## config.mk

```make
export PLATFORM = sky130hd
export DESIGN_NAME = vxl_mmu
export DESIGN_NICKNAME = d
export VERILOG_FILES = /design/src/rtl/vxl_pkg.sv /design/src/rtl/vxl_tlb.sv /design/src/rtl/vxl_walker.sv /design/src/rtl/vxl_mmu.sv
export SDC_FILE = /design/constraint.sdc
export NUM_CORES = 2
export LEC_CHECK = 0
export ABC_AREA = 1
export BUFFER_PORTS_ARGS = -buffer_cell sky130_fd_sc_hd__buf_2
export CORE_MARGIN = 5
export CORE_UTILIZATION = 50
export DETAILED_ROUTE_END_ITERATION = 6
export MAX_ROUTING_LAYER = met4
export PLACE_DENSITY = 0.76
export SLEW_MARGIN = 20
export SYNTH_ARGS = -nofsm -noshare
export SYNTH_HDL_FRONTEND = slang
export SYNTH_SLANG_ARGS = --single-unit
```

## constraint.sdc

```tcl
create_clock -name clk -period 4.4 [get_ports clk]
set_clock_uncertainty 0.15 [all_clocks]
set_input_delay 0.66 -clock clk [delete_from_list [all_inputs] [get_ports clk]]
set_output_delay 0.66 -clock clk [all_outputs]
set_load 0.01 [all_outputs]
```

## src/rtl/vxl_pkg.sv

```systemverilog
package vxl_pkg;

    parameter int ADDR_W = 32;
    parameter int OFF_W  = 12;
    parameter int VPN_W  = ADDR_W - OFF_W;
    parameter int IDX_W  = VPN_W / 2;
    parameter int ENT_SH = OFF_W - IDX_W;

    typedef logic [ADDR_W-1:0] addr_t;
    typedef logic [VPN_W-1:0]  vpn_t;
    typedef logic [IDX_W-1:0]  idx_t;

    typedef enum logic [2:0] {
        W_IDLE,
        W_DIR_REQ,
        W_DIR_WAIT,
        W_TBL_REQ,
        W_TBL_WAIT,
        W_FILL,
        W_RESP
    } walk_st_e;

    typedef struct packed {
        logic valid;
        vpn_t vpn;
        vpn_t ppn;
    } tlb_ent_t;

    function automatic idx_t dir_index(input addr_t va);
        return va[ADDR_W-1 -: IDX_W];
    endfunction

    function automatic idx_t tbl_index(input addr_t va);
        return va[OFF_W +: IDX_W];
    endfunction

    function automatic vpn_t page_of(input addr_t a);
        return a[ADDR_W-1:OFF_W];
    endfunction

endpackage

```

## src/rtl/vxl_tlb.sv

```systemverilog
module vxl_tlb
    import vxl_pkg::*;
#(
    parameter int ENTRIES = 32
) (
    input  logic clk,
    input  logic rst,
    input  logic flush,
    input  vpn_t look_vpn,
    output logic hit,
    output vpn_t hit_ppn,
    input  logic fill_en,
    input  vpn_t fill_vpn,
    input  vpn_t fill_ppn
);

    localparam int PTR_W = (ENTRIES > 1) ? $clog2(ENTRIES) : 1;
    localparam logic [PTR_W-1:0] PTR_LAST = PTR_W'(ENTRIES - 1);

    tlb_ent_t           ent [ENTRIES];
    logic [ENTRIES-1:0] match;
    logic [ENTRIES-1:0] valid_vec;
    logic [PTR_W-1:0]   ptr;

    generate
        for (genvar g = 0; g < ENTRIES; g++) begin : g_cmp
            assign valid_vec[g] = ent[g].valid;
            assign match[g]     = ent[g].valid && (ent[g].vpn == look_vpn);
        end
    endgenerate

    assign hit = |match;

    always_comb begin
        hit_ppn = '0;
        for (int k = 0; k < ENTRIES; k++) begin
            if (match[k]) hit_ppn = hit_ppn | ent[k].ppn;
        end
    end

    always_ff @(posedge clk) begin
        if (rst || flush) begin
            for (int k = 0; k < ENTRIES; k++) ent[k].valid <= 1'b0;
            ptr <= '0;
        end else if (fill_en) begin
            ent[ptr] <= '{valid: 1'b1, vpn: fill_vpn, ppn: fill_ppn};
            ptr      <= (ptr == PTR_LAST) ? '0 : ptr + 1'b1;
        end
    end

    // at most one cached mapping may match a page
    a_r8_single_match: assert property (@(posedge clk) disable iff (rst)
        $onehot0(match));

    // a flush leaves no valid mapping behind
    a_r10_flush_empties: assert property (@(posedge clk) disable iff (rst)
        flush |=> (valid_vec == '0));

endmodule

```

## src/rtl/vxl_walker.sv

```systemverilog
module vxl_walker
    import vxl_pkg::*;
(
    input  logic  clk,
    input  logic  rst,
    input  logic  start,
    input  addr_t start_va,
    input  addr_t dir_base,
    output logic  idle,
    output logic  mem_req_valid,
    output addr_t mem_req_addr,
    input  logic  mem_rsp_valid,
    input  addr_t mem_rsp_data,
    output logic  done,
    output logic  done_fault,
    output addr_t done_paddr,
    output logic  fill_en,
    output vpn_t  fill_vpn,
    output vpn_t  fill_ppn
);

    walk_st_e st;
    addr_t    va_q;
    vpn_t     frame_q;
    logic     fault_q;
    logic     present;
    logic     unused_flag_bits;

    assign present          = mem_rsp_data[0];
    assign unused_flag_bits = ^mem_rsp_data[OFF_W-1:1];

    always_ff @(posedge clk) begin
        if (rst) begin
            st      <= W_IDLE;
            va_q    <= '0;
            frame_q <= '0;
            fault_q <= 1'b0;
        end else begin
            case (st)
                W_IDLE: begin
                    if (start) begin
                        va_q    <= start_va;
                        fault_q <= 1'b0;
                        st      <= W_DIR_REQ;
                    end
                end
                W_DIR_REQ: st <= W_DIR_WAIT;
                W_DIR_WAIT: begin
                    if (mem_rsp_valid) begin
                        if (present) begin
                            frame_q <= page_of(mem_rsp_data);
                            st      <= W_TBL_REQ;
                        end else begin
                            fault_q <= 1'b1;
                            st      <= W_RESP;
                        end
                    end
                end
                W_TBL_REQ: st <= W_TBL_WAIT;
                W_TBL_WAIT: begin
                    if (mem_rsp_valid) begin
                        if (present) begin
                            frame_q <= page_of(mem_rsp_data);
                            st      <= W_FILL;
                        end else begin
                            fault_q <= 1'b1;
                            st      <= W_RESP;
                        end
                    end
                end
                W_FILL:  st <= W_RESP;
                W_RESP:  st <= W_IDLE;
                default: st <= W_IDLE;
            endcase
        end
    end

    assign idle          = (st == W_IDLE);
    assign mem_req_valid = (st == W_DIR_REQ) || (st == W_TBL_REQ);
    assign mem_req_addr  = (st == W_TBL_REQ)
                         ? addr_t'({frame_q, tbl_index(va_q), {ENT_SH{1'b0}}})
                         : dir_base + addr_t'({dir_index(va_q), {ENT_SH{1'b0}}});

    assign done       = (st == W_RESP);
    assign done_fault = fault_q;
    assign done_paddr = fault_q ? '0 : {frame_q, va_q[OFF_W-1:0]};
    assign fill_en    = (st == W_FILL);
    assign fill_vpn   = page_of(va_q);
    assign fill_ppn   = frame_q;

    // every memory request lasts a single cycle
    a_r7_req_pulse: assert property (@(posedge clk) disable iff (rst)
        mem_req_valid |=> !mem_req_valid);

    // an empty directory word ends the walk with a fault and no table read
    a_r5_dir_fault: assert property (@(posedge clk) disable iff (rst)
        (st == W_DIR_WAIT && mem_rsp_valid && !present)
            |=> (done && done_fault && !mem_req_valid));

    // an empty table word never installs a mapping
    a_r6_no_fault_fill: assert property (@(posedge clk) disable iff (rst)
        (st == W_TBL_WAIT && mem_rsp_valid && !present) |=> !fill_en);

endmodule

```

## src/rtl/vxl_mmu.sv

```systemverilog
module vxl_mmu
    import vxl_pkg::*;
#(
    parameter int TLB_ENTRIES = 32
) (
    input  logic              clk,
    input  logic              rst,
    input  logic              flush,
    input  logic [ADDR_W-1:0] dir_base,
    input  logic              req_valid,
    output logic              req_ready,
    input  logic [ADDR_W-1:0] req_vaddr,
    output logic              rsp_valid,
    output logic              rsp_fault,
    output logic [ADDR_W-1:0] rsp_paddr,
    output logic              mem_req_valid,
    output logic [ADDR_W-1:0] mem_req_addr,
    input  logic              mem_rsp_valid,
    input  logic [ADDR_W-1:0] mem_rsp_data
);

    logic  tlb_hit;
    vpn_t  tlb_ppn;
    logic  use_hit;
    logic  accept;
    logic  walk_start;
    logic  walk_idle;
    logic  walk_done;
    logic  walk_fault;
    addr_t walk_paddr;
    logic  fill_en;
    vpn_t  fill_vpn;
    vpn_t  fill_ppn;
    logic  hit_q;
    addr_t hit_pa_q;

    vxl_tlb #(.ENTRIES(TLB_ENTRIES)) u_tlb (
        .clk      (clk),
        .rst      (rst),
        .flush    (flush),
        .look_vpn (page_of(req_vaddr)),
        .hit      (tlb_hit),
        .hit_ppn  (tlb_ppn),
        .fill_en  (fill_en),
        .fill_vpn (fill_vpn),
        .fill_ppn (fill_ppn)
    );

    vxl_walker u_walk (
        .clk           (clk),
        .rst           (rst),
        .start         (walk_start),
        .start_va      (req_vaddr),
        .dir_base      (dir_base),
        .idle          (walk_idle),
        .mem_req_valid (mem_req_valid),
        .mem_req_addr  (mem_req_addr),
        .mem_rsp_valid (mem_rsp_valid),
        .mem_rsp_data  (mem_rsp_data),
        .done          (walk_done),
        .done_fault    (walk_fault),
        .done_paddr    (walk_paddr),
        .fill_en       (fill_en),
        .fill_vpn      (fill_vpn),
        .fill_ppn      (fill_ppn)
    );

    assign req_ready  = walk_idle;
    assign accept     = req_valid && req_ready;
    assign use_hit    = tlb_hit && !flush;
    assign walk_start = accept && !use_hit;

    always_ff @(posedge clk) begin
        if (rst) begin
            hit_q    <= 1'b0;
            hit_pa_q <= '0;
        end else begin
            hit_q    <= accept && use_hit;
            hit_pa_q <= {tlb_ppn, req_vaddr[OFF_W-1:0]};
        end
    end

    assign rsp_valid = hit_q || walk_done;
    assign rsp_fault = walk_done && walk_fault;
    assign rsp_paddr = hit_q ? hit_pa_q : walk_paddr;

    // a cached page answers on the next cycle without a fault
    a_r3_hit_next_cycle: assert property (@(posedge clk) disable iff (rst)
        (accept && tlb_hit && !flush) |=> (rsp_valid && !rsp_fault && req_ready));

    // a miss closes the request port while its walk runs
    a_r7_busy_on_miss: assert property (@(posedge clk) disable iff (rst)
        walk_start |=> !req_ready);

    // a request in a flush cycle is sent to the walker
    a_r11_flush_is_miss: assert property (@(posedge clk) disable iff (rst)
        (accept && flush) |=> (!rsp_valid && !req_ready));

endmodule

```

## Yosys cells after proc, flatten, opt, wreduce, memory -nomap -nowiden

Memories as Yosys holds them, arrays and structs flattened.
Index checks and enable logic that the tools add are counted.

- $add $sub $neg: 2
- $mul: 0
- Div/mod/pow operators: 0
- $lt $le $gt $ge: 0
- Equality and inequality tests: 44
- Shifts and indexed selects: 0
- Mux-type cells: 54
- Bitwise logic cells: 31
- Reduce and logical (&&, ||, !) cells: 51

Operators with widths:

| operator | count |
|---|---|
| == test 20 bit | 32 |
| 2-to-1 mux 20 bit | 32 |
| OR 20 bit | 31 |
| 2-to-1 mux 32 bit | 3 |
| 2-to-1 mux 41 bit | 1 |
| OR reduction 41 bit | 1 |
| logical AND 1 bit | 37 |
| adder 32 x 12 -> 32 bit | 1 |
| OR reduction 32 bit | 1 |
| one-hot mux 3 bit (6 select lines) | 1 |
| 2-to-1 mux 3 bit | 4 |
| 2-to-1 mux 5 bit | 2 |
| == test 3 bit, second input constant | 3 |
| 2-to-1 mux 1 bit | 8 |
| == test 3 x 2 -> 1 bit, second input constant | 2 |
| != test 2 bit, second input constant | 3 |
| AND reduction 3 bit | 2 |
| adder 5 x 1 -> 5 bit, second input constant | 1 |
| == test 5 bit, second input constant | 1 |
| 2-to-1 mux 2 bit | 2 |
| != test 2 x 1 -> 1 bit, second input constant | 2 |
| AND reduction 4 bit | 1 |
| == test 3 x 1 -> 1 bit, second input constant | 1 |
| logical NOT 3 bit | 1 |
| other kinds (6) | 9 |

- Register bits: 94
- Bits in latches: 0
- Memory bits (writable): 1312
- Memory bits (read-only): 0
- Input port bits: 101
- Output and inout bits: 68
- Word-level logic and storage cells: 190
- Memories kept: 1

Memory list:

| name | depth | bits a word | read ports | clocked after memory_dff | write ports | line | RTL |
|---|---|---|---|---|---|---|---|
| u_tlb.ent | 32 | 41 | 32 | 0 | 32 | vxl_tlb.sv:20 | `tlb_ent_t ent [ENTRIES];` |

## Depth between registers and ports, before layout

An unclocked memory read counts as a cell.

- Word-level depth: 66
- Mapped depth: 21

## By module

A second synthesis with hierarchy kept.

- Cells, all modules: 6067
- Area, all modules: 62756.4 µm²

By module, submodules not included:

| module | instances | cells an instance | area each (µm²) | seq. area each (µm²) |
|---|---|---|---|---|
| vxl_tlb | 1 | 5182 | 57289.9 | 39177.6 |
| vxl_walker | 1 | 671 | 4053.9 | 1121.1 |
| vxl_mmu | 1 | 214 | 1412.6 | 660.6 |

## Worst setup path before layout

OpenSTA, ideal clock, no wires.

- Kind: input -> register
- Start: input port rst
- End: memory u_tlb.ent[0][0] (netlist bit) (enable)
- Setup time: 0.437 ns
- Arrival: 3.457 ns
- Data required time: 3.813 ns
- Setup slack: 0.355 ns
- Cell stages on the path: 7
- Path through: clkbuf_1 > nor2_1 > inv_1 > nor2_1 > nand2_1 > clkbuf_1 > nor2_1

RTL lines:

| what | line | RTL |
|---|---|---|
| start: declaration | vxl_mmu.sv:7 | `input logic rst,` |
| end: declaration | vxl_tlb.sv:20 |  |

## Worst setup path in the final report

- Start: register u_walk.va_q[22]
- End: output port mem_req_addr[12]

- Word-level cells in the longest chain between the ends: 2

Ends and longest elaborated chain:

| what | line | RTL |
|---|---|---|
| start: declaration | vxl_walker.sv:23 | `addr_t va_q;` |
| start signal: assignment | vxl_walker.sv:42 | `va_q <= start_va;` |
| adder 32 x 12 -> 32 bit | vxl_walker.sv:82 | `: dir_base + addr_t'({dir_index(va_q), {ENT_SH{1'b0}}});` |
| 2-to-1 mux 32 bit | vxl_walker.sv:81 | `? addr_t'({frame_q, tbl_index(va_q), {ENT_SH{1'b0}}})` |
| end: declaration | vxl_mmu.sv:17 | `output logic [ADDR_W-1:0] mem_req_addr,` |

No other way between the ends.

==> results by stage <==
STA:
- In the finished design, the share of the clock period the worst path needs comes to 94.65%.
- The minimum period implied by the final worst setup slack is 4.165 ns.
- The count of endpoints failing setup in the final report is 0.
- The worst slew margin relative to its limit is 10.84%.
- The maximum clock frequency is 240.1 MHz.
- The slew at the pin with the worst max-slew slack is 1.336 ns.
- The worst hold slack is 0.02936 ns.
- The number of pins exceeding their max-slew limit in the final report is 0.
- The minimum setup slack in the final design is 0.2352 ns.
- The number of endpoints with negative hold slack in the final report is 0.

Die:
- The overall die area is 0.1277 mm2.
- The initial utilization of the core area, before any placement, comes to 50.30%.
- The die is 357.4 um wide.
- The top-level I/O count is 169.
- The vertical die dimension is 357.4 um.
- After floorplanning, the core was sized to cover 0.1200 mm2.
- The floorplan has 127 rows.

Global routing:
- For this run the aggregate overflow at the end of global routing stands at 0.
- Entering global routing, the biggest net connects 65 pins.
- The wire length of the first global-routing pass is 283300 um.
- The via count of the first global-routing pass is 42800.
- The aggregate global-route resource usage is 31.84%.
- The number of antenna violations at the first check in global routing is 4.

Setup path:
- For this run, the slowest stage of the critical path takes 0.36 ns.
- In this run the worst path has a maximum fanout of 4.
- The start-to-end type of the worst setup path is reg2out.
- STA classifies the critical path startpoint as a register.
- The endpoint arrival time on the critical path is 3.35 ns.
- Counting both buffers and inverters, the worst setup path holds a total of 6.
- The slowest stage of the critical path is the sky130_fd_sc_hd__a21oi_1 cell.
- At the worst endpoint, the required time is 3.59 ns.
- The largest delay contributor family on the critical path is compound AO/OA/AOI/OAI gates.
- The signal on the critical path passes through ha_1, inv_1, fa_1, o21ai_0, buf_4, a21oi_1, inv_1, a21oi_1, inv_1, a21oi_1, inv_1, o21ai_0, o21ai_0, buf_2.
- Among the stages of the critical path, the cell type that occurs most often is sky130_fd_sc_hd__inv_1.
- The kind of end point of the critical path is an output pin.

Power:
- Summed over all cells, the static leakage comes to 27.82 nW.
- The net switching power is 7.843 mW.
- The power density of the placed cells is 444.0 mW/mm2.
- The internal power of the cells totals 22.56 mW.
- Sequential cells burn 51.0% of the power.
- Of the total power, the share spent switching nets is 25.79%.
- The worst supply voltage drop on vdd is 435.6 uV.
- Per report_power, the clock group accounts for 39.2% of the total.
- The fraction of power consumed by combinational cells is 9.9%.

Detailed routing:
- The routed design has 201400 um of wire.
- The number of detailed-routing iterations run before antenna repair is 7.
- After the first detailed-routing iteration, the DRC count stood at 7200.
- The mean number of vias per cell is 5.886.
- The detailed router placed 45230 vias in this run.
- The post-detailed-route wirelength per cell is 26.22 um.
- The count of nets left with antenna violations once routing finished came out at 0.
- In the routed design, unresolved DRC markers number 6.

Synth:
- After synthesis the netlist holds a flip-flop and latch count of 1406.
- The Yosys step of the flow raised 0 warnings.
- Summed over all instances, the cell type with the most area after synthesis is sky130_fd_sc_hd__edfxtp_1.
- The primary flip-flop cell chosen by synthesis mapping is sky130_fd_sc_hd__edfxtp_1.
- The gate count after technology mapping is 5697.
- Yosys attributes the largest share of cell area to sky130_fd_sc_hd__edfxtp_1 (64%), sky130_fd_sc_hd__nand2_1 (7.8%), sky130_fd_sc_hd__inv_1 (6.1%).
- The portion of the post-synthesis area used by sequential elements is 67.88%.
- The average cell area after synthesis is 10.59 um2.
- The synthesized design devotes to its leading area cell type 63.70% of total area.
- The count of flip-flops with a built-in enable after synthesis is 1280.
- For this run, asynchronously set or reset flops after synthesis account for 0%.
- The most frequent cell after synthesis is sky130_fd_sc_hd__edfxtp_1.
- The commonest cells after synthesis are sky130_fd_sc_hd__edfxtp_1 (1280), sky130_fd_sc_hd__nand2_1 (1248), sky130_fd_sc_hd__inv_1 (977).
- Synthesis produced a netlist with a net count of 5814.
- The post-synth design cell area is 0.06034 mm2.
- The number of different library cells in the post-synthesis netlist is 48.

CTS:
- The maximum number of buffers from clock root to sink is 3.
- The clock sink count is 1406.
- The clock tree synthesis step divided the H-tree into 4 levels.
- The clock edge transition at the registers on the reported setup and hold paths is 0.06 ns.
- Counting the buffers created by CTS gives 143.
- The master cell of the clock root buffer is sky130_fd_sc_hd__clkbuf_16.
- The later-pin clock latency in the skew report is 0.79 ns.
- TritonCTS built the clock tree.

Place:
- Port buffering added 157 buffers.
- The HPWL reported at the end of detailed placement is 108500 um.
- Timing analysis after detailed placement gives a worst setup slack of 0.4744 ns.
- The final RePlAce weighted congestion is 0.9381.
- The cell count after placement is 7399.
- The standard cell area after detailed placement is 0.06368 mm2.

Finish:
- The post-route netlist has 9.932% of its cells at a drive strength greater than 1.
- The summed area of non-filler cells in the final layout is 0.06847 mm2.
- Once layout is complete, the cells apart from fillers number 7684.
- The area growth from synthesis to layout is 13.47%.
- The filler cells instantiated in the layout total 9396.
- In the final design database the tool counted 6068 nets.

Hold path:
- The type of the worst min-delay path is in2reg.

Job:
- The max capacitance violation total is 0.

Run status:
- The final reports fail on design-rule violations.
- The run finished, with violations left.
-- flip-flops by register name (all words and copies together) (netlist names) --
signal,count
u_walk.va_q,32
u_walk.done_fault,1
u_tlb.ent,1312
u_walk.st,3
hit_q,1
u_tlb.ptr,5
hit_pa_q,32
u_walk.fill_ppn,20
-- power by group through the flow --
stage	registers [mW]	clock network [mW]	logic [mW]
after floorplan	15.9	0	1.14
after global placement	15.8	0	2.82
after detailed placement	15.8	0	2.87
after CTS	15.5	11.9	2.90
after global routing	15.5	12.5	3.09
final	15.5	11.9	3.00
-- final timing paths --
check / to / depth (start not counted) / from / slack [ns]
worst min-delay path: u_walk.fill_ppn[12] / 3 / mem_rsp_data[24] / 0.03
worst max-delay path: mem_req_addr[12] / 14 / u_walk.va_q[22] / 0.24
worst min register to register: u_tlb.ent[30][40] / 2 / u_tlb.ent[30][40] / 0.31
worst max register to register: u_tlb.ent[14][13] / 10 / u_walk.st[0] / 0.60
-- layout make-up --
class	instances	area [um2]	share of cell area, %
Antenna cell	1	2.502	0.003655
Multi-Input combinational cell	3070	14670	21.42
Tap cell	1612	2017	2.946
Timing Repair Buffer	332	2470	3.607
Sequential cell	1406	40980	59.85
Clock inverter	60	565.5	0.8259
Inverter	998	3766	5.500
Clock buffer	205	4004	5.847
-- per-stage QoR --
| stage | util [%] | power, mW | setup TNS (ns) |
|---|---|---|---|
| after floorplan | - | 17.06 | 0 |
| after global placement | 53.08 | 18.57 | 0 |
| after detailed placement | 53.08 | 18.64 | 0 |
| after CTS | 57.05 | 30.32 | 0 |
| after global routing | 57.07 | 31.10 | -0.01046 |
| final | 57.07 | 30.40 | 0 |
-- layer usage --
layer / track usage (%) / part of all wire (%) / vias up
met1: 40.40 / 34 / 21440
met4: 16.43 / 6.6 / 0
li1: - / - / 19330
met3: 7.694 / 15 / 882
met5: - / 0 / -
met2: 48.00 / 44 / 3577
-- placed cells by master, fill, tap and decap left out, types with 5 or more instances in the layout --
cell type / n
sky130_fd_sc_hd__buf_2: 157
sky130_fd_sc_hd__dlygate4sd3_1: 18
sky130_fd_sc_hd__nor2_1: 605
sky130_fd_sc_hd__o211ai_1: 22
sky130_fd_sc_hd__clkinv_1: 22
sky130_fd_sc_hd__clkbuf_16: 145
sky130_fd_sc_hd__inv_16: 5
sky130_fd_sc_hd__nand2_1: 1247
sky130_fd_sc_hd__edfxtp_1: 1280
sky130_fd_sc_hd__clkbuf_1: 45
sky130_fd_sc_hd__xor2_1: 60
sky130_fd_sc_hd__o21ai_1: 111
sky130_fd_sc_hd__a21oi_1: 85
sky130_fd_sc_hd__ha_1: 15
sky130_fd_sc_hd__nand4_1: 43
sky130_fd_sc_hd__a211oi_1: 30
sky130_fd_sc_hd__clkbuf_8: 15
sky130_fd_sc_hd__inv_1: 976
sky130_fd_sc_hd__o22ai_1: 278
sky130_fd_sc_hd__o21ai_0: 271
sky130_fd_sc_hd__buf_4: 131
sky130_fd_sc_hd__inv_6: 6
sky130_fd_sc_hd__o2111ai_1: 8
sky130_fd_sc_hd__dfxtp_2: 19
sky130_fd_sc_hd__or2_2: 9
sky130_fd_sc_hd__o31ai_1: 20
sky130_fd_sc_hd__clkinv_2: 17
sky130_fd_sc_hd__dfxtp_1: 107
sky130_fd_sc_hd__inv_2: 14
sky130_fd_sc_hd__nand3_1: 98
sky130_fd_sc_hd__inv_4: 6
sky130_fd_sc_hd__xnor2_1: 94
sky130_fd_sc_hd__buf_12: 26
sky130_fd_sc_hd__nor2_4: 33
sky130_fd_sc_hd__nor3_1: 11
-- kinds of logic after synthesis --
kind of cell | share of synthesized area [%]
AO/OA/AOI/OAI | 7.885
XOR/XNOR | 2.250
adder cells (fa/ha/maj) | 0.3442
buffers and inverters | 8.257
flip-flops | 67.88
AND/OR/NAND/NOR | 13.39
-- worst min-delay path, delay by kind of cell --
family                 cells  cell delay, ns
AO/OA/AOI/OAI              2            0.18
buffers and inverters      1            0.07
-- timing repair --
action / in CTS / in global routing
endpoints found under the hold margin: 30 / 0
endpoints found under the setup margin: 2 / 7
hold buffers: 18 / 0
resized for setup: 2 / 4
buffers inserted: 0 / 1
pin swaps: 0 / 2
Power figures use the tool's default switching activity.
